[config.mk]
export PLATFORM = sky130hd
export DESIGN_NAME = can_efs
export DESIGN_NICKNAME = d
export VERILOG_FILES = /design/src/rtl/can_efs_pkg.sv /design/src/rtl/can_efs_ovl_budget.sv /design/src/rtl/can_efs_seq.sv /design/src/rtl/can_efs_drive.sv /design/src/rtl/can_efs.sv
export SDC_FILE = /design/constraint.sdc
export NUM_CORES = 1
export LEC_CHECK = 0
export ABC_CLOCK_PERIOD_IN_PS = 2330
export BUFFER_PORTS_ARGS = -buffer_cell sky130_fd_sc_hd__buf_2
export CORE_MARGIN = 8
export CORE_UTILIZATION = 50
export CTS_CLUSTER_DIAMETER = 150
export DETAILED_ROUTE_END_ITERATION = 6
export PLACE_DENSITY = 0.73
export SYNTH_ARGS = -nofsm -noshare
export SYNTH_HDL_FRONTEND = slang
export SYNTH_SLANG_ARGS = --single-unit
[constraint.sdc]
create_clock -name clk -period 2.33 [get_ports clk]
set_input_delay 0.1165 -clock clk [delete_from_list [all_inputs] [get_ports clk]]
set_output_delay 0.1165 -clock clk [all_outputs]
set_load 0.01 [all_outputs]
[src/rtl/can_efs_pkg.sv]
package can_efs_pkg;

    typedef enum logic [2:0] {
        ST_IDLE   = 3'd0,
        ST_FRAME  = 3'd1,
        ST_FLAG   = 3'd2,
        ST_ECHO   = 3'd3,
        ST_DELIM  = 3'd4,
        ST_INTERM = 3'd5,
        ST_SUSP   = 3'd6
    } efs_state_e;

    typedef struct packed {
        logic rx;
        logic err;
        logic ovl;
        logic fend;
    } efs_in_s;

    function automatic int cnt_width(input int a, input int b, input int c, input int d);
        int m;
        m = a;
        if (b > m) m = b;
        if (c > m) m = c;
        if (d > m) m = d;
        return $clog2(m + 1);
    endfunction

endpackage

[src/rtl/can_efs_ovl_budget.sv]
module can_efs_ovl_budget #(
    parameter int OVL_MAX = 2
) (
    input  logic clk,
    input  logic rst,
    input  logic take,
    input  logic clr,
    output logic room
);
    localparam int OW = $clog2(OVL_MAX + 1);
    localparam logic [OW-1:0] LIMIT = OW'(OVL_MAX);

    logic [OW-1:0] used_q;

    always_ff @(posedge clk) begin
        if (rst)       used_q <= '0;
        else if (clr)  used_q <= '0;
        else if (take) used_q <= used_q + 1'b1;
    end

    assign room = (used_q < LIMIT);


    ovl_budget_chk: assert property (@(posedge clk) disable iff (rst)
        used_q <= LIMIT);


    ovl_take_room_chk: assert property (@(posedge clk) disable iff (rst)
        take |-> room);
endmodule

[src/rtl/can_efs_seq.sv]
module can_efs_seq
    import can_efs_pkg::*;
#(
    parameter int FLAG_BITS  = 6,
    parameter int ECHO_MAX   = 12,
    parameter int DELIM_BITS = 8,
    parameter int IFS_BITS   = 3,
    parameter int SUSP_BITS  = 6
) (
    input  logic       clk,
    input  logic       rst,
    input  logic       tick,
    input  efs_in_s    bus_in,
    input  logic       passive,
    input  logic       ovl_room,
    output efs_state_e state,
    output logic       rec_flag,
    output logic       ovl_take,
    output logic       ovl_clr
);
    localparam int CW = cnt_width(ECHO_MAX, DELIM_BITS, IFS_BITS, SUSP_BITS);
    localparam logic [CW-1:0] FLAG_LAST  = CW'(FLAG_BITS - 1);
    localparam logic [CW-1:0] FLAG_TOTAL = CW'(FLAG_BITS);
    localparam logic [CW-1:0] ECHO_TOP   = CW'(ECHO_MAX);
    localparam logic [CW-1:0] DELIM_LAST = CW'(DELIM_BITS - 1);
    localparam logic [CW-1:0] IFS_LAST   = CW'(IFS_BITS - 1);
    localparam logic [CW-1:0] SUSP_LAST  = CW'(SUSP_BITS - 1);

    efs_state_e    st_q, st_d;
    logic [CW-1:0] cnt_q, cnt_d;
    logic          rec_q, rec_d;
    logic          pend_q, pend_d;
    logic          go_err;

    always_comb begin
        st_d     = st_q;
        cnt_d    = cnt_q;
        rec_d    = rec_q;
        pend_d   = pend_q;
        ovl_take = 1'b0;
        ovl_clr  = 1'b0;
        go_err   = tick & bus_in.err;
        if (tick && !bus_in.err) begin
            case (st_q)
                ST_IDLE: begin
                    if (!bus_in.rx) begin
                        st_d    = ST_FRAME;
                        ovl_clr = 1'b1;
                    end
                end
                ST_FRAME: begin
                    if (bus_in.fend) begin
                        st_d  = ST_INTERM;
                        cnt_d = '0;
                    end
                end
                ST_FLAG: begin
                    if (cnt_q == FLAG_LAST) begin
                        st_d  = ST_ECHO;
                        cnt_d = FLAG_TOTAL;
                    end else begin
                        cnt_d = cnt_q + 1'b1;
                    end
                end
                ST_ECHO: begin
                    if (bus_in.rx) begin
                        st_d  = ST_DELIM;
                        cnt_d = CW'(1);
                    end else if (cnt_q == ECHO_TOP) begin
                        go_err = 1'b1;
                    end else begin
                        cnt_d = cnt_q + 1'b1;
                    end
                end
                ST_DELIM: begin
                    if (!bus_in.rx) begin
                        go_err = 1'b1;
                    end else if (cnt_q == DELIM_LAST) begin
                        st_d  = ST_INTERM;
                        cnt_d = '0;
                    end else begin
                        cnt_d = cnt_q + 1'b1;
                    end
                end
                ST_INTERM: begin
                    if ((!bus_in.rx || bus_in.ovl) && ovl_room) begin
                        st_d     = ST_FLAG;
                        cnt_d    = '0;
                        rec_d    = 1'b0;
                        ovl_take = 1'b1;
                    end else if (!bus_in.rx) begin
                        st_d    = ST_FRAME;
                        pend_d  = 1'b0;
                        ovl_clr = 1'b1;
                    end else if (cnt_q == IFS_LAST) begin
                        st_d   = pend_q ? ST_SUSP : ST_IDLE;
                        pend_d = 1'b0;
                        cnt_d  = '0;
                    end else begin
                        cnt_d = cnt_q + 1'b1;
                    end
                end
                ST_SUSP: begin
                    if (!bus_in.rx) begin
                        cnt_d = '0;
                    end else if (cnt_q == SUSP_LAST) begin
                        st_d  = ST_IDLE;
                        cnt_d = '0;
                    end else begin
                        cnt_d = cnt_q + 1'b1;
                    end
                end
                default: begin
                    st_d  = ST_IDLE;
                    cnt_d = '0;
                end
            endcase
        end
        if (go_err) begin
            st_d   = ST_FLAG;
            cnt_d  = '0;
            rec_d  = passive;
            pend_d = passive;
        end
    end

    always_ff @(posedge clk) begin
        if (rst) begin
            st_q   <= ST_IDLE;
            cnt_q  <= '0;
            rec_q  <= 1'b0;
            pend_q <= 1'b0;
        end else begin
            st_q   <= st_d;
            cnt_q  <= cnt_d;
            rec_q  <= rec_d;
            pend_q <= pend_d;
        end
    end

    assign state    = st_q;
    assign rec_flag = rec_q;


    flag_len_chk: assert property (@(posedge clk) disable iff (rst)
        (st_q == ST_FLAG) |-> (cnt_q < FLAG_TOTAL));


    echo_bound_chk: assert property (@(posedge clk) disable iff (rst)
        (st_q == ST_ECHO) |-> (cnt_q >= FLAG_TOTAL && cnt_q <= ECHO_TOP));


    delim_range_chk: assert property (@(posedge clk) disable iff (rst)
        (st_q == ST_DELIM) |-> (cnt_q != '0 && cnt_q <= DELIM_LAST));


    err_restart_chk: assert property (@(posedge clk) disable iff (rst)
        (tick && bus_in.err) |=> (st_q == ST_FLAG && cnt_q == '0));


    no_tick_hold_chk: assert property (@(posedge clk) disable iff (rst)
        !tick |=> $stable(st_q) && $stable(cnt_q));
endmodule

[src/rtl/can_efs_drive.sv]
module can_efs_drive
    import can_efs_pkg::*;
(
    input  efs_state_e state,
    input  logic       rec_flag,
    output logic       tx_bit,
    output logic       busy,
    output logic       bus_idle
);
    always_comb begin
        tx_bit   = 1'b1;
        busy     = 1'b1;
        bus_idle = 1'b0;
        case (state)
            ST_IDLE:  begin busy = 1'b0; bus_idle = 1'b1; end
            ST_FRAME: busy = 1'b0;
            ST_FLAG:  tx_bit = rec_flag;
            default:  ;
        endcase
    end
endmodule

[src/rtl/can_efs.sv]
module can_efs
    import can_efs_pkg::*;
#(
    parameter int FLAG_BITS  = 6,
    parameter int ECHO_MAX   = 12,
    parameter int DELIM_BITS = 8,
    parameter int IFS_BITS   = 3,
    parameter int SUSP_BITS  = 6,
    parameter int OVL_MAX    = 2
) (
    input  logic clk,
    input  logic rst,
    input  logic bit_tick,
    input  logic rx_bit,
    input  logic err_trig,
    input  logic ovl_req,
    input  logic frame_end,
    input  logic err_passive,
    output logic tx_bit,
    output logic busy,
    output logic bus_idle
);
    efs_in_s    bus_in;
    efs_state_e state;
    logic       rec_flag, ovl_take, ovl_clr, ovl_room;

    assign bus_in = '{rx: rx_bit, err: err_trig, ovl: ovl_req, fend: frame_end};

    can_efs_seq #(
        .FLAG_BITS(FLAG_BITS), .ECHO_MAX(ECHO_MAX), .DELIM_BITS(DELIM_BITS),
        .IFS_BITS(IFS_BITS), .SUSP_BITS(SUSP_BITS)
    ) u_seq (
        .clk(clk), .rst(rst), .tick(bit_tick), .bus_in(bus_in),
        .passive(err_passive), .ovl_room(ovl_room), .state(state),
        .rec_flag(rec_flag), .ovl_take(ovl_take), .ovl_clr(ovl_clr)
    );

    can_efs_ovl_budget #(.OVL_MAX(OVL_MAX)) u_budget (
        .clk(clk), .rst(rst), .take(ovl_take), .clr(ovl_clr), .room(ovl_room)
    );

    can_efs_drive u_drive (
        .state(state), .rec_flag(rec_flag),
        .tx_bit(tx_bit), .busy(busy), .bus_idle(bus_idle)
    );


    idle_quiet_chk: assert property (@(posedge clk) disable iff (rst)
        bus_idle |-> (tx_bit && !busy));


    not_busy_recessive_chk: assert property (@(posedge clk) disable iff (rst)
        !busy |-> tx_bit);
endmodule

==> flow_summary_export.csv <==
group,metric,value,unit
run_status,status,"complete, no violations",
power,power_switching,148,uW
sta,fin_setup_tns,0,ns
layout,drive_above_1_share,0.223,
layout,antenna_cells,0,
worst_hold_path,hp-class,"in -> reg",
sta,clock-skew-final,0.00325,ns
critical_path,cp.required,2.51,ns
grt,grt_start_max_net_pins,19,
sta,worst_slew_pin_slew,0.600,ns
routing,drc_errors,0,
placed_design,gp_congestion,0.949,
grt,grt_pass1_wl,4480,um
yosys,synth-edff-count,0,
yosys,synth-async-reset-ratio,0,
yosys,synth-seq-cells,11,
routing,ant_nets,0,
clock_tree,insertion_delay,0.27,ns
clock_tree,path_clk_slew,0.08,ns
layout,final_area,1110,um2
power,switching_share,0.325,
critical_path,cp-end-kind,"register",
power,vdd_drop_max,0.398,mV
yosys,synth_flop_cell,"dfxtp_1",
routing,via_per_inst,6.28,
yosys,synthTopCellsByArea,"dfxtp_1 21%, buf_6 7.4%, ha_1 4.7%, a21oi_1 4.3%, nor2_1 3.5%",
power,combPwrFrac,0.240,
die,start_util,0.535,
sta,rsz0062_at_grt,"false",
yosys,ys_seq_area_frac,0.208,
grt,track_usage,0.155,
sta,relSlewSlack,0.600,
clock_tree,root_buffer,"clkbuf_4",
power,power,457,uW
yosys,synth.distinct_cells,54,
layout,n_fill_cell,187,
die,core,1980,um2
routing,drt_iter0_markers,78,
critical_path,worst-path-max-fanout,18,
yosys,synth_nets,142,
grt,antenna_found_initial,0,
critical_path,start_kind,"register",
power,power_density,411,nW/um2
placed_design,portBuffers,10,
power,clkPwrFrac,0.301,
sta,fmax,456,MHz
die,die_h,62.0,um
placed_design,dpl-instance-area,1080,um2
die,placementRows,16,
clock_tree,post_cts_buffers,0,
layout,nets,152,
clock_tree,clockBufferDepth,2,
routing,wl_per_cell,15.8,um
clock_tree,cts_made_buffers,3,
sta,min_period_over_period,0.941,
placed_design,dp_hpwl,2000,um
run,max_cap_violations,0,
layout,area_growth,4.72,%
grt,grt-ovfl-total,0,
clock_tree,cts_hold_buf,0,
power,p_int,308,uW
routing,firstDrtPassIters,4,
grt,first_global_vias,962,
sta,hold_viol,0,
clock_tree,ctsHtreeMaxLevel,1,
clock_tree,clock_sinks,11,
sta,slew_violations,0,
power,leakagePower,0.000412,uW
die,fp.dieW,62.0,um
die,pin_count,11,
sta,period_minus_slack,2.19,ns
clock_tree,cts_resized,0,
yosys,synth_top_area_frac,0.208,
critical_path,arrival,2.37,ns
yosys,ys_warn_count,0,
die,die_area,3850,um2
routing,detail_route.wirelength,2620,um
critical_path,critPathKind,"reg -> reg",
yosys,synthCells,130,
clock_tree,cts_tree,"done",
yosys,yosys.area.top_type,"dfxtp_1",
yosys,avgSynthCellArea,8.15,um2
power,power_frac_seq,0.458,
routing,route.vias.total,1043,
yosys,syn-cell-area,1060,um2
sta,setup_viol,0,
[cells in the mapped netlist, types with 2 or more instances]
master,count
dfxtp_1,11
nor2_1,10
a21oi_1,9
buf_6,7
o21ai_0,7
inv_1,6
nand2_1,6
a211oi_1,4
ha_1,4
nor3_1,4
nand3_1,3
nand3b_1,3
nor3b_1,3
nor4_1,3
a21o_1,2
a311o_1,2
a31oi_1,2
and2_1,2
and3b_1,2
and3b_2,2
inv_2,2
o21a_1,2
or2_0,2
or2b_2,2
[area by class of cell]
cell class | count | area (um2) | area share
well taps | 27 | 33.8 | 0.0304
multi-input cells | 102 | 721 | 0.649
flip-flops and latches | 11 | 220 | 0.198
inverters | 9 | 36.3 | 0.0327
repair buffers | 13 | 72.6 | 0.0654
clock buffers | 4 | 26.3 | 0.0237
[power by group through the flow]
stage | registers [uW] | clock network, uW | logic (uW)
2_1_floorplan | 202 | 0 | 92.9
3_3_place_gp | 212 | 0 | 107
3_5_place_dp | 213 | 0 | 108
4_1_cts | 208 | 140 | 109
5_1_grt | 211 | 148 | 123
6_report | 209 | 138 | 110
[worst max-delay path: stages (launching register included)]
cell and delay, ns:
dfxtp_1 0.71, and2_1 0.25, nor4_1 0.06, or4b_4 0.59, o31a_1 0.30, o21a_1 0.18
[sequential cells by signal (all words and copies together) (netlist names)]
name             flops
u_seq.rec_flag       1
u_seq.cnt_q          4
u_seq.pend_q         1
u_seq.state          3
u_budget.used_q      2
[routing by layer]
layer,vias to the layer above,global-route usage,routed length (um),share of wire
li1,509,-,-,-
met1,485,0.192,1160,0.44
met2,43,0.243,1180,0.45
met3,6,0.0514,231,0.088
met4,0,0.0552,43,0.016
met5,-,0,0,0
[logic make-up (layout without fill, tap and decap cells)]
| kind of cell | count (synthesis) | after routing | share of synthesized area |
|---|---|---|---|
| simple gates | 54 | 54 | 0.321 |
| fa+ha+maj | 4 | 4 | 0.0472 |
| buf+inv | 17 | 26 | 0.112 |
| compound gates | 42 | 42 | 0.295 |
| flops | 11 | 11 | 0.208 |
| xor+xnor | 2 | 2 | 0.0165 |
[per-stage QoR]
stage / instances / worst slack [ns] / utilization / hold slack (ns)
global route: 166 / 0.0166 / 0.560 / 0.107
CTS: 166 / 0.178 / 0.560 / 0.0950
detailed placement: 162 / 0.190 / 0.547 / 0.389
finish: 166 / 0.138 / 0.560 / 0.0996
floorplan: 130 / 0.396 / - / 0.275
global placement: 162 / 0.250 / 0.547 / 0.386
[placed cells by master, fill, tap and decap left out, drive strengths merged, types with 4 or more instances in the layout]
cell	instances
clkbuf	4
nor2	10
ha	4
dfxtp	11
and3b	4
a21oi	9
nand2	7
nor3b	4
nor3	4
a211oi	4
o21ai	7
inv	9
buf	13
[final timing paths]
path	from	end	slack, ns	depth (start not counted)
max	u_seq.state[1]$_SDFFE_PP0P_	u_seq.state[2]$_SDFFE_PP0P_	0.14	5
min	err_passive	u_seq.pend_q$_SDFFE_PP0P_	0.1	3
max reg2reg	u_seq.state[1]$_SDFFE_PP0P_	u_seq.state[2]$_SDFFE_PP0P_	0.14	5
min reg2reg	u_seq.rec_flag$_SDFFE_PP0P_	u_seq.rec_flag$_SDFFE_PP0P_	0.49	2
Note: power is estimated with default switching activity, not from simulation.
